`config.mk`:
```
export PLATFORM = sky130hd
export DESIGN_NAME = rxstat_encoder
export DESIGN_NICKNAME = d
export VERILOG_FILES = /design/src/rtl/rxstat_pkg.sv /design/src/rtl/rxstat_lane_fix.sv /design/src/rtl/rxstat_prio.sv /design/src/rtl/rxstat_encoder.sv
export SDC_FILE = /design/constraint.sdc
export NUM_CORES = 1
export LEC_CHECK = 0
export BUFFER_PORTS_ARGS = -buffer_cell sky130_fd_sc_hd__buf_4
export CAP_MARGIN = 40
export CORE_MARGIN = 3
export CORE_UTILIZATION = 34
export CTS_CLUSTER_SIZE = 30
export DETAILED_ROUTE_END_ITERATION = 10
export GPL_TIMING_DRIVEN = 0
export PLACE_DENSITY = 0.77
export SLEW_MARGIN = 20
export SYNTH_ARGS = -nofsm -noshare
export SYNTH_HDL_FRONTEND = slang
export SYNTH_SLANG_ARGS = --single-unit
```
`constraint.sdc`:
```
create_clock -name clk -period 0.8 [get_ports clk]
set_input_delay 0.04 -clock clk [delete_from_list [all_inputs] [get_ports clk]]
set_output_delay 0.04 -clock clk [all_outputs]
set_load 0.03 [all_outputs]
```
`src/rtl/rxstat_pkg.sv`:
```
package rxstat_pkg;

  typedef enum logic [2:0] {
    RXS_OK     = 3'b000,
    RXS_DECODE = 3'b100,
    RXS_OVER   = 3'b101,
    RXS_UNDER  = 3'b110,
    RXS_DISP   = 3'b111
  } rx_status_e;

  localparam int STATUS_W = 3;

endpackage

```
`src/rtl/rxstat_lane_fix.sv`:
```
// Per-lane substitution: an undecodable byte becomes the fixed control symbol.
module rxstat_lane_fix #(
  parameter int          BYTE_W  = 8,
  parameter logic [BYTE_W-1:0] SUB_VAL = 8'hFE
) (
  input  logic [BYTE_W-1:0] byte_i,
  input  logic              k_i,
  input  logic              code_err_i,
  output logic [BYTE_W-1:0] byte_o,
  output logic              k_o
);

  always_comb begin
    if (code_err_i) begin
      byte_o = SUB_VAL;
      k_o    = 1'b1;
    end else begin
      byte_o = byte_i;
      k_o    = k_i;
    end
  end

endmodule

```
`src/rtl/rxstat_prio.sv`:
```
// Strict priority: decode > disparity > underflow > overflow > normal.
module rxstat_prio
  import rxstat_pkg::*;
#(
  parameter int LANES = 2
) (
  input  logic [LANES-1:0]    code_err_i,
  input  logic [LANES-1:0]    disp_err_i,
  input  logic                eb_under_i,
  input  logic                eb_over_i,
  output logic [STATUS_W-1:0] status_o
);

  rx_status_e sel;

  always_comb begin
    if (|code_err_i)      sel = RXS_DECODE;
    else if (|disp_err_i) sel = RXS_DISP;
    else if (eb_under_i)  sel = RXS_UNDER;
    else if (eb_over_i)   sel = RXS_OVER;
    else                  sel = RXS_OK;
    status_o = sel;
  end

endmodule

```
`src/rtl/rxstat_encoder.sv`:
```
module rxstat_encoder
  import rxstat_pkg::*;
#(
  parameter int LANES  = 2,
  parameter int BYTE_W = 8,
  parameter logic [BYTE_W-1:0] SUB_VAL = 8'hFE,
  localparam int DATA_W = LANES * BYTE_W
) (
  input  logic                clk,
  input  logic                rst,
  input  logic [DATA_W-1:0]   dec_byte_i,
  input  logic [LANES-1:0]    dec_k_i,
  input  logic [LANES-1:0]    code_err_i,
  input  logic [LANES-1:0]    disp_err_i,
  input  logic                eb_over_i,
  input  logic                eb_under_i,
  output logic [DATA_W-1:0]   rx_data_o,
  output logic [LANES-1:0]    rx_k_o,
  output logic [STATUS_W-1:0] rx_status_o
);

  logic [DATA_W-1:0]   data_nx;
  logic [LANES-1:0]    k_nx;
  logic [STATUS_W-1:0] status_nx;

  for (genvar g = 0; g < LANES; g++) begin : g_lane
    rxstat_lane_fix #(
      .BYTE_W (BYTE_W),
      .SUB_VAL(SUB_VAL)
    ) u_fix (
      .byte_i    (dec_byte_i[g*BYTE_W +: BYTE_W]),
      .k_i       (dec_k_i[g]),
      .code_err_i(code_err_i[g]),
      .byte_o    (data_nx[g*BYTE_W +: BYTE_W]),
      .k_o       (k_nx[g])
    );
  end

  rxstat_prio #(.LANES(LANES)) u_prio (
    .code_err_i(code_err_i),
    .disp_err_i(disp_err_i),
    .eb_under_i(eb_under_i),
    .eb_over_i (eb_over_i),
    .status_o  (status_nx)
  );

  always_ff @(posedge clk) begin
    if (rst) begin
      rx_data_o   <= '0;
      rx_k_o      <= '0;
      rx_status_o <= RXS_OK;
    end else begin
      rx_data_o   <= data_nx;
      rx_k_o      <= k_nx;
      rx_status_o <= status_nx;
    end
  end

endmodule


```
; After elaboration in Yosys (flattened, before gate mapping)
; Cells that the tools add are included.
[classes]
mux = 8
n_reduce_logical = 5
[ops]
columns = op, n
row1 = two-way mux 8 bit, 2
row2 = two-way mux 3 bit, 4
row3 = OR reduction 2 bit, 4
row4 = OR reduction 3 bit, 1
row5 = two-way mux 1 bit, 2
[word_totals]
register_bits = 21
elab_cells = 19
output_inout_bits = 21
in_bits = 26

; Depth between registers and ports, before layout
; Gate-level depths: netlist of run 1.
[logic_depth]
word_depth = 4
depth_mapped = 3
ltp_nobuf = 2

; Hierarchy
; A second synthesis of run 1 with hierarchy kept.
[hier_totals]
hier_cells = 69
area_unflattened_um2 = 778.2
[modules_own_cells]
columns = mod, instances, area_each_um2, seq_area_each_um2, cells_each
row1 = rxstat_encoder, 1, 624.3, 420.4, 44
row2 = rxstat_lane_fix, 2, 56.3, 0.0, 9
row3 = rxstat_prio, 1, 41.3, 0.0, 7

; Worst setup path before layout of run 1
; OpenSTA, ideal clock, no wires.
[synth_path]
path_kind = in2reg
start = input port eb_under_i
end = register rx_status_o[0]
t_required_ns = 0.697
path_buffers = 0
t_arrival_ns = 0.471
setup_time_ns = 0.103
slack_ns = 0.225
stages = 2
cell_sequence = nand2b_4 -> a2111oi_2
[synth_via]
elab_chain_len = 2
[synth_rtl]
columns = item, line_no
row1 = "start, declared", rxstat_encoder.sv:16  ; input logic eb_under_i,
row2 = two-way mux 3 bit, rxstat_prio.sv:19  ; else if (eb_under_i) sel = RXS_UNDER;
row3 = two-way mux 3 bit, rxstat_prio.sv:18  ; else if (|disp_err_i) sel = RXS_DISP;
row4 = "end signal, assigned", rxstat_encoder.sv:55  ; rx_status_o <= status_nx;
row5 = "end, declared", rxstat_encoder.sv:19  ; output logic [STATUS_W-1:0] rx_status_o
; Every way passes these cells.
; A chain may end at the register's enable or synchronous reset.

; Final worst setup path of run 1
[layout_path]
start = register rx_data_o[6]
end = output port rx_data_o[6]
[layout_rtl]
columns = item, line_no
row1 = "start, declared", rxstat_encoder.sv:17  ; output logic [DATA_W-1:0] rx_data_o,
row2 = "start signal, assigned", rxstat_encoder.sv:53  ; rx_data_o <= data_nx;
; No word-level cell between the ends.

==> results.cfg, run 1 <==
[run_status]
outcome = finished, violations left
violations = negative hold slack, negative setup slack

[setup_path]
cp_num_buf_inv = 1
cp_slowest_cell = dfxtp_2
cp_cell_sequence = buf_6
worst_setup_path_end_kind = primary output
path_class = reg -> out
critical_path_required_ps = 760
cp_top_family = flip-flops
cp_max_fo = 1
crit_arrival_ps = 780
start_kind = flip-flop
cpPeakStageDelay_ps = 350

[sta]
fin_ws_ps = -18.19
slew_headroom_pct = 77.69
fmax_ghz = 1.222
hold_viol = 1
tightest_slew_ps = 332.1
hold_ws_ps = -103.4
timing.final.crit_period_ps = 818.2
fin_setup_tns_ps = -146.1
rsz0062_at_grt = true
maxSlewViolCount = 0
finalSetupViolCount = 19
period_share_pct = 102.3

[die]
fp.coreArea_sq_mm = 0.001629
start_util_pct = 39.02
die_w_microns = 49.24
dieArea_sq_mm = 0.002424
fp-row-count = 14
io_pins = 47
die_y_microns = 49.24

[placement]
post-dp-hpwl_microns = 1149
dp_cells = 136
routabilityCongestion = 0.6759
io_buffers = 46

[logic_synthesis]
synth.distinct_cells = 9
synth_edf_count = 0
ys_warn_count = 0
synth_area_leaders = dfxtp_1 (66%), nor2_1 (19%), buf_2 (3.1%)
ys_ff_latch = 21
ys_seq_area_share_pct = 66.14
avgSynthCellArea_sq_um = 9.630
syn_nets = 92
syn-instance-count = 66
yosys.area.top_type_share_pct = 66.14
synth_flop_cell = dfxtp_1
ys_async_sr_fraction_pct = 0
yosysTopAreaCell = dfxtp_1
yosysMostFrequentCell = nor2_1
syn-cell-area_sq_um = 635.6
yosys-top-cells-count = nor2_1 (33), dfxtp_1 (21), buf_2 (4)

[layout]
synthToLayoutAreaGrowth_pct = 109.6
finalNonFillerCells = 159
drive_above_1_share_pct = 57.04
n_antenna_cell = 0
nNetsFinal = 162

[grt]
antenna_found_initial = 0
grt.overflow.total = 0
grt_pass1_wl_microns = 3332
grt_max_degree = 12
grt_pass1_vias = 711
gr-usage-all-layers_pct = 18.83

[power_and_ir_drop]
worst_ir_drop_vdd_uv = 1092
internal-power_mw = 1.612
power_leakage_nw = 0.6166
p_total_mw = 2.222
powerDensity_mw_per_mm2 = 1667
p_clk_share_pct = 23.3
netSwitchingFraction_pct = 27.44
comb_power_share_pct = 25.0
seqPwrFrac_pct = 51.8
switchingPower_mw = 0.6097

[drt]
num_vias = 683
drt-initial-drc-count = 6
dr.pass1.iters = 4
drt_wl_total_microns = 2094
drc = 0
wl_per_cell_microns = 13.17
ant_nets = 0
routed_via_density = 4.296

[clock_network]
ctsHtreeMaxLevel = 1
cts_sinks = 21
post-cts-setup-buffer-count = 0
clkTransAtPathRegs_ps = 120
cts_tree = built
cts_buffers = 3
clockBufferDepth = 2
clockRootBuffer = clkbuf_4
holdBufCountCts = 19

[hold_path]
worstHoldPathType = in -> reg
hold_depth = 2
hold_end = rx_status_o[0]$_SDFF_PP0_
min_from = code_err_i[0]

[job]
drv_cap = 0
-- logic make-up (layout without fill, tap and decap cells) --
| family | after synthesis | after routing | synth area share [%] |
|---|---|---|---|
| and+or+nand+nor | 39 | 39 | 27.56 |
| AOI/OAI and AO/OA | 2 | 2 | 3.148 |
| DFF | 21 | 21 | 66.14 |
| buffers and inverters | 4 | 73 | 3.150 |
-- flip-flops by register name, indices dropped and copies added (netlist names) --
| name | count |
|---|---|
| rx_data_o | 16 |
| rx_status_o | 3 |
| rx_k_o | 2 |
-- final cells by class --
cell class | instances | area (sq um)
clock buffer | 4 | 26.28
tap | 24 | 30.03
timing repair buffer | 65 | 614.3
sequential | 21 | 446.7
buffer | 4 | 20.02
multi-input combinational | 41 | 195.2
fill | 111 | 296.5
-- layout by cell type (no fill, tap or decap) --
cell type      count
a21oi_1            1
dfxtp_2           21
nand2b_4           1
buf_6             21
buf_2              4
nor4_2             1
a2111oi_2          1
clkbuf_1           1
clkbuf_4           3
nor3_1             2
buf_4             25
nor3b_1            2
dlygate4sd3_1     19
nor2_1            33
-- how the worst max path moves through the flow --
stage | depth (start not counted) | start | end | slack [ps]
after floorplan | 2 | eb_under_i | rx_status_o[0]$_SDFF_PP0_ | 230
after global placement | 3 | eb_under_i | rx_status_o[0]$_SDFF_PP0_ | 100
after detailed placement | 3 | eb_under_i | rx_status_o[0]$_SDFF_PP0_ | 70
after CTS | 1 | rx_data_o[9]$_SDFF_PP0_ | rx_data_o[9] | -10
after global routing | 1 | rx_data_o[6]$_SDFF_PP0_ | rx_data_o[6] | -50
final | 1 | rx_data_o[6]$_SDFF_PP0_ | rx_data_o[6] | -20
-- routing by layer --
metal | vias up | GRT usage, % | routed length, microns
met5 | - | 0 | 0
met4 | 0 | 10.43 | 83
met3 | 9 | 6.422 | 161
met2 | 33 | 35.49 | 1146
met1 | 297 | 17.26 | 702
li1 | 344 | - | -
-- metrics by stage --
step	setup WS, ps	util, %	cell area [sq um]
after floorplan	225.5	-	635.6
after global placement	95.46	62.06	1011
after detailed placement	68.18	62.06	1011
after CTS	-11.99	81.80	1333
after global routing	-46.81	81.80	1333
final	-18.19	81.80	1333
-- power by group through the flow --
stage	Combinational [mW]	Clock, mW	Sequential (mW)
finish	0.555	0.517	1.15
CTS	0.548	0.510	1.15
global placement	0.429	0	1.15
global route	0.589	0.554	1.16
floorplan	0.0827	0	1.28
detailed placement	0.434	0	1.15
-- repair_timing --
action	4_1_cts	5_1_grt
gates resized for setup	42	0
pin swaps	0	0
endpoints found under the setup margin	21	21
cloned	0	0
hold endpoints to repair	19	1
No activity file was read; power rests on OpenSTA's default activity.
==> run 2, diff against run 1 <==
- CORE_MARGIN: 3 -> unset
- CORE_UTILIZATION: 34 -> 36
- CTS_BUF_LIST: unset -> sky130_fd_sc_hd__clkbuf_2 sky130_fd_sc_hd__clkbuf_4 sky130_fd_sc_hd__clkbuf_8
- PLACE_DENSITY: 0.77 -> 0.86
==> results.cfg, run 2 (synthesis results as in run 1) <==
[die]
io_pins = 47
die_w_microns = 44.02
fp.coreArea_sq_mm = 0.001577
fp-row-count = 14
start_util_pct = 40.32
die_y_microns = 44.02
dieArea_sq_mm = 0.001938

[run_status]
outcome = finished, violations left
violations = design-rule violations, negative hold slack, negative setup slack

[drt]
ant_nets = 0
dr.pass1.iters = 7
drt-initial-drc-count = 9
routed_via_density = 4.556
wl_per_cell_microns = 14.05
drt_wl_total_microns = 2122
num_vias = 688
drc = 4

[clock_network]
cts_buffers = 3
post-cts-setup-buffer-count = 0
clockBufferDepth = 2
ctsHtreeMaxLevel = 1
clockRootBuffer = clkbuf_4
cts_tree = built
clkTransAtPathRegs_ps = 120
cts_sinks = 21

[power_and_ir_drop]
comb_power_share_pct = 24.7
seqPwrFrac_pct = 51.1
worst_ir_drop_vdd_uv = 1266
netSwitchingFraction_pct = 27.19
internal-power_mw = 1.646
powerDensity_mw_per_mm2 = 1704
power_leakage_nw = 0.6200
p_clk_share_pct = 24.2
switchingPower_mw = 0.6146

[setup_path]
path_class = reg -> out
cp_slowest_cell = dfxtp_2
cp_num_buf_inv = 1
worst_setup_path_end_kind = primary output
cpPeakStageDelay_ps = 350
start_kind = flip-flop
cp_top_family = flip-flops
cp_max_fo = 1
cp_cell_sequence = buf_6
crit_arrival_ps = 780
critical_path_required_ps = 760

[sta]
hold_viol = 1
slew_headroom_pct = 77.67
timing.final.crit_period_ps = 824.6
tightest_slew_ps = 332.4
period_share_pct = 103.1
fin_setup_tns_ps = -143.8
fin_ws_ps = -24.60
hold_ws_ps = -90.28
finalSetupViolCount = 18
maxSlewViolCount = 0
fmax_ghz = 1.213
rsz0062_at_grt = true

[grt]
grt_pass1_wl_microns = 3153
grt_max_degree = 12
grtUsageMet2_pct = 47.35
antenna_found_initial = 0
top_usage_layer = met2
grt.overflow.total = 0
use_met1_pct = 22.31
use_met3_pct = 3.673
gr-usage-all-layers_pct = 23.41
grt_pass1_vias = 709

[layout]
drive_above_1_share_pct = 57.78
fillCellCount = 85
nNetsFinal = 162
largest_registers = rx_data_o: 16 flops, rx_status_o: 3 flops, rx_k_o: 2 flops
n_antenna_cell = 0
largest_reg_flops = 16
synthToLayoutAreaGrowth_pct = 108.7
final_area_sq_mm = 0.001326
mostFrequentLayoutCells = nor2_1 (33), buf_4 (25), buf_6 (21), dfxtp_2 (21), dlygate4sd3_1 (19)
regMostFlops = rx_data_o
multi_input_comb_area_sq_um = 195.2
seq_area_sq_um = 446.7
layout_commonest_cell = nor2_1

[placement]
routabilityCongestion = 0.7133
post-dp-hpwl_microns = 1228
place_area_sq_mm = 0.001001
io_buffers = 46

[job]
drv_cap = 0

[hold_path]
worstHoldPathType = in -> reg
run 2: cell types whose count changed in the layout (fill, tap and decap cells not counted):
cell      previous run  this run
clkbuf_1             1         0
clkbuf_4             3         4
run 2: layout make-up:
cell class / instances / share of cell area (%)
Multi-Input combinational cell: 41 / 14.72
Tap cell: 16 / 1.509
Clock buffer: 4 / 2.264
Sequential cell: 21 / 33.68
Timing Repair Buffer: 65 / 46.32
Buffer: 4 / 1.509
run 2: worst paths after layout:
| kind | startpoint | endpoint | slack, ps | cells past startpoint |
|---|---|---|---|---|
| setup / recovery | rx_k_o[1]$_SDFF_PP0_ | rx_k_o[1] | -20 | 1 |
| hold / removal | code_err_i[0] | rx_status_o[0]$_SDFF_PP0_ | -90 | 2 |
run 2: repair_timing:
| action | CTS | global route |
|---|---|---|
| hold buffers | 18 | 1 |
| resized for setup | 42 | 0 |
| endpoints found under the hold margin | 18 | 2 |
| endpoints found under the setup margin | 21 | 21 |
run 2: power by group through the flow:
stage / combinational (mW) / clock, mW / sequential, mW
6_report: 0.558 / 0.548 / 1.15
5_1_grt: 0.586 / 0.593 / 1.16
4_1_cts: 0.547 / 0.547 / 1.15
3_5_place_dp: 0.436 / 0 / 1.15
3_3_place_gp: 0.424 / 0 / 1.15
2_1_floorplan: 0.0827 / 0 / 1.28
run 2: metrics by stage:
stage	total power, mW	cells	setup WS (ps)	utilization, %
5_1_grt	2.338	151	-43.83	84.13
3_5_place_dp	1.587	128	64.87	63.49
4_1_cts	2.246	150	-15.90	83.49
2_1_floorplan	1.365	66	225.5	-
6_report	2.261	151	-24.60	84.13
3_3_place_gp	1.572	128	83.03	63.49
run 2: routing by layer:
| layer | wire length, microns | up-vias |
|---|---|---|
| li1 | - | 343 |
| met1 | 717 | 314 |
| met2 | 1279 | 29 |
| met3 | 102 | 2 |
| met4 | 23 | 0 |
| met5 | 0 | - |
==> run 3, diff against run 2 <==
- CORE_UTILIZATION: 36 -> 25
- CTS_BUF_LIST: sky130_fd_sc_hd__clkbuf_2 sky130_fd_sc_hd__clkbuf_4 sky130_fd_sc_hd__clkbuf_8 -> sky130_fd_sc_hd__clkbuf_16
- PLACE_DENSITY: 0.86 -> 0.66
==> results.cfg, run 3 (synthesis results as in run 1) <==
[grt]
grt_max_degree = 13
grt.overflow.total = 0
gr-usage-all-layers_pct = 11.35
grt_pass1_wl_microns = 2256
antenna_found_initial = 0
grt_pass1_vias = 568

[hold_path]
worstHoldPathType = in -> reg
hold_depth = 2

[setup_path]
cp_cell_sequence = buf_4, dlygate4sd3_1, a2111oi_2
cpPeakStageDelay_ps = 560
cp_max_fo = 3
cp_num_buf_inv = 2
cp_top_family = buffers and inverters
crit_arrival_ps = 910
critical_path_required_ps = 950
start_kind = primary input
worst_setup_path_end_kind = flip-flop
crit_cells = 3
path_class = in -> reg
cp_slowest_cell = dlygate4sd3_1

[clock_network]
cts_tree = built
cts_buffers = 3
clockBufferDepth = 2
cts_sinks = 21
holdBufCountCts = 10
clockRootBuffer = clkbuf_16
ctsHtreeMaxLevel = 1
clkTransAtPathRegs_ps = 50

[sta]
timing.final.crit_period_ps = 766.8
period_share_pct = 95.85
finalSetupViolCount = 0
hold_ws_ps = -22.63
tightest_slew_ps = 290.7
fin_ws_ps = 33.19
rsz0062_at_grt = false
fin_setup_tns_ps = 0
hold_viol = 2
fmax_ghz = 1.304
slew_headroom_pct = 80.47
maxSlewViolCount = 0

[placement]
io_buffers = 46
post-dp-hpwl_microns = 1149
dp_worst_setup_slack_ps = 71.80
routabilityCongestion = 0.6304

[drt]
num_vias = 618
wl_per_cell_microns = 9.792
routed_via_density = 4.013
ant_nets = 0
drt_wl_total_microns = 1508
drt-initial-drc-count = 4
drc = 0
dr.pass1.iters = 4

[layout]
largest_reg_flops = 16
n_antenna_cell = 0
drive_above_1_share_pct = 45.24
nNetsFinal = 153
largest_registers = rx_data_o: 16 flops, rx_status_o: 3 flops, rx_k_o: 2 flops
synthToLayoutAreaGrowth_pct = 88.19
regMostFlops = rx_data_o
mostFrequentLayoutCells = buf_4 (46), nor2_1 (33), dfxtp_1 (21)
layout_commonest_cell = buf_4

[die]
die_y_microns = 52.42
die_w_microns = 52.42
fp.coreArea_sq_mm = 0.002297
dieArea_sq_mm = 0.002748
io_pins = 47
start_util_pct = 27.67
fp-row-count = 17

[run_status]
outcome = finished, violations left
violations = negative hold slack

[job]
drv_cap = 0

[power_and_ir_drop]
power_leakage_nw = 0.5789
powerDensity_mw_per_mm2 = 2188
worst_ir_drop_vdd_uv = 1229
-- run 3: path summary, 6_finish.rpt --
| check | startpoint | endpoint |
|---|---|---|
| worst max-delay path | rst | rx_status_o[0]$_SDFF_PP0_ |
| worst min-delay path | code_err_i[0] | rx_status_o[0]$_SDFF_PP0_ |
-- run 3: final cells by class --
| cell class | count | area (sq um) |
|---|---|---|
| fillers | 228 | 1101 |
| clock buffers | 3 | 75.07 |
| plain buffers | 4 | 20.02 |
| multi-input cells | 41 | 195.2 |
| clock inverters | 1 | 5.005 |
| repair buffers | 56 | 445.4 |
| flip-flops and latches | 21 | 420.4 |
| well taps | 28 | 35.03 |
-- run 3: where the power goes --
part           switching [mW]  total [mW]  internal, mW
registers              0.0161        1.13          1.11
logic                   0.240       0.466         0.227
clock network           0.354        1.02         0.669
total                   0.610        2.62          2.01
-- run 3: layer usage --
layer	share of wire, %	global-route usage [%]	vias to the layer above	wire length (microns)
met4	1.5	5.263	0	23
met5	0	0	-	0
li1	-	-	326	-
met2	52	20.46	24	779
met1	41	12.17	266	622
met3	5.4	2.899	2	82
-- run 3: through the flow --
| step | area (sq um) | instances | utilization [%] | total power, mW |
|---|---|---|---|---|
| after floorplan | 635.6 | 66 | - | 1.365 |
| after global placement | 1016 | 140 | 44.23 | 1.578 |
| after detailed placement | 1016 | 140 | 44.23 | 1.583 |
| after CTS | 1196 | 154 | 52.07 | 2.656 |
| after global routing | 1196 | 154 | 52.07 | 2.742 |
| final | 1196 | 154 | 52.07 | 2.617 |
-- run 3: repair_timing --
action                                 CTS  global route
endpoints found under the hold margin   10             1
buffers inserted                         0             0
gates resized for setup                  0             0
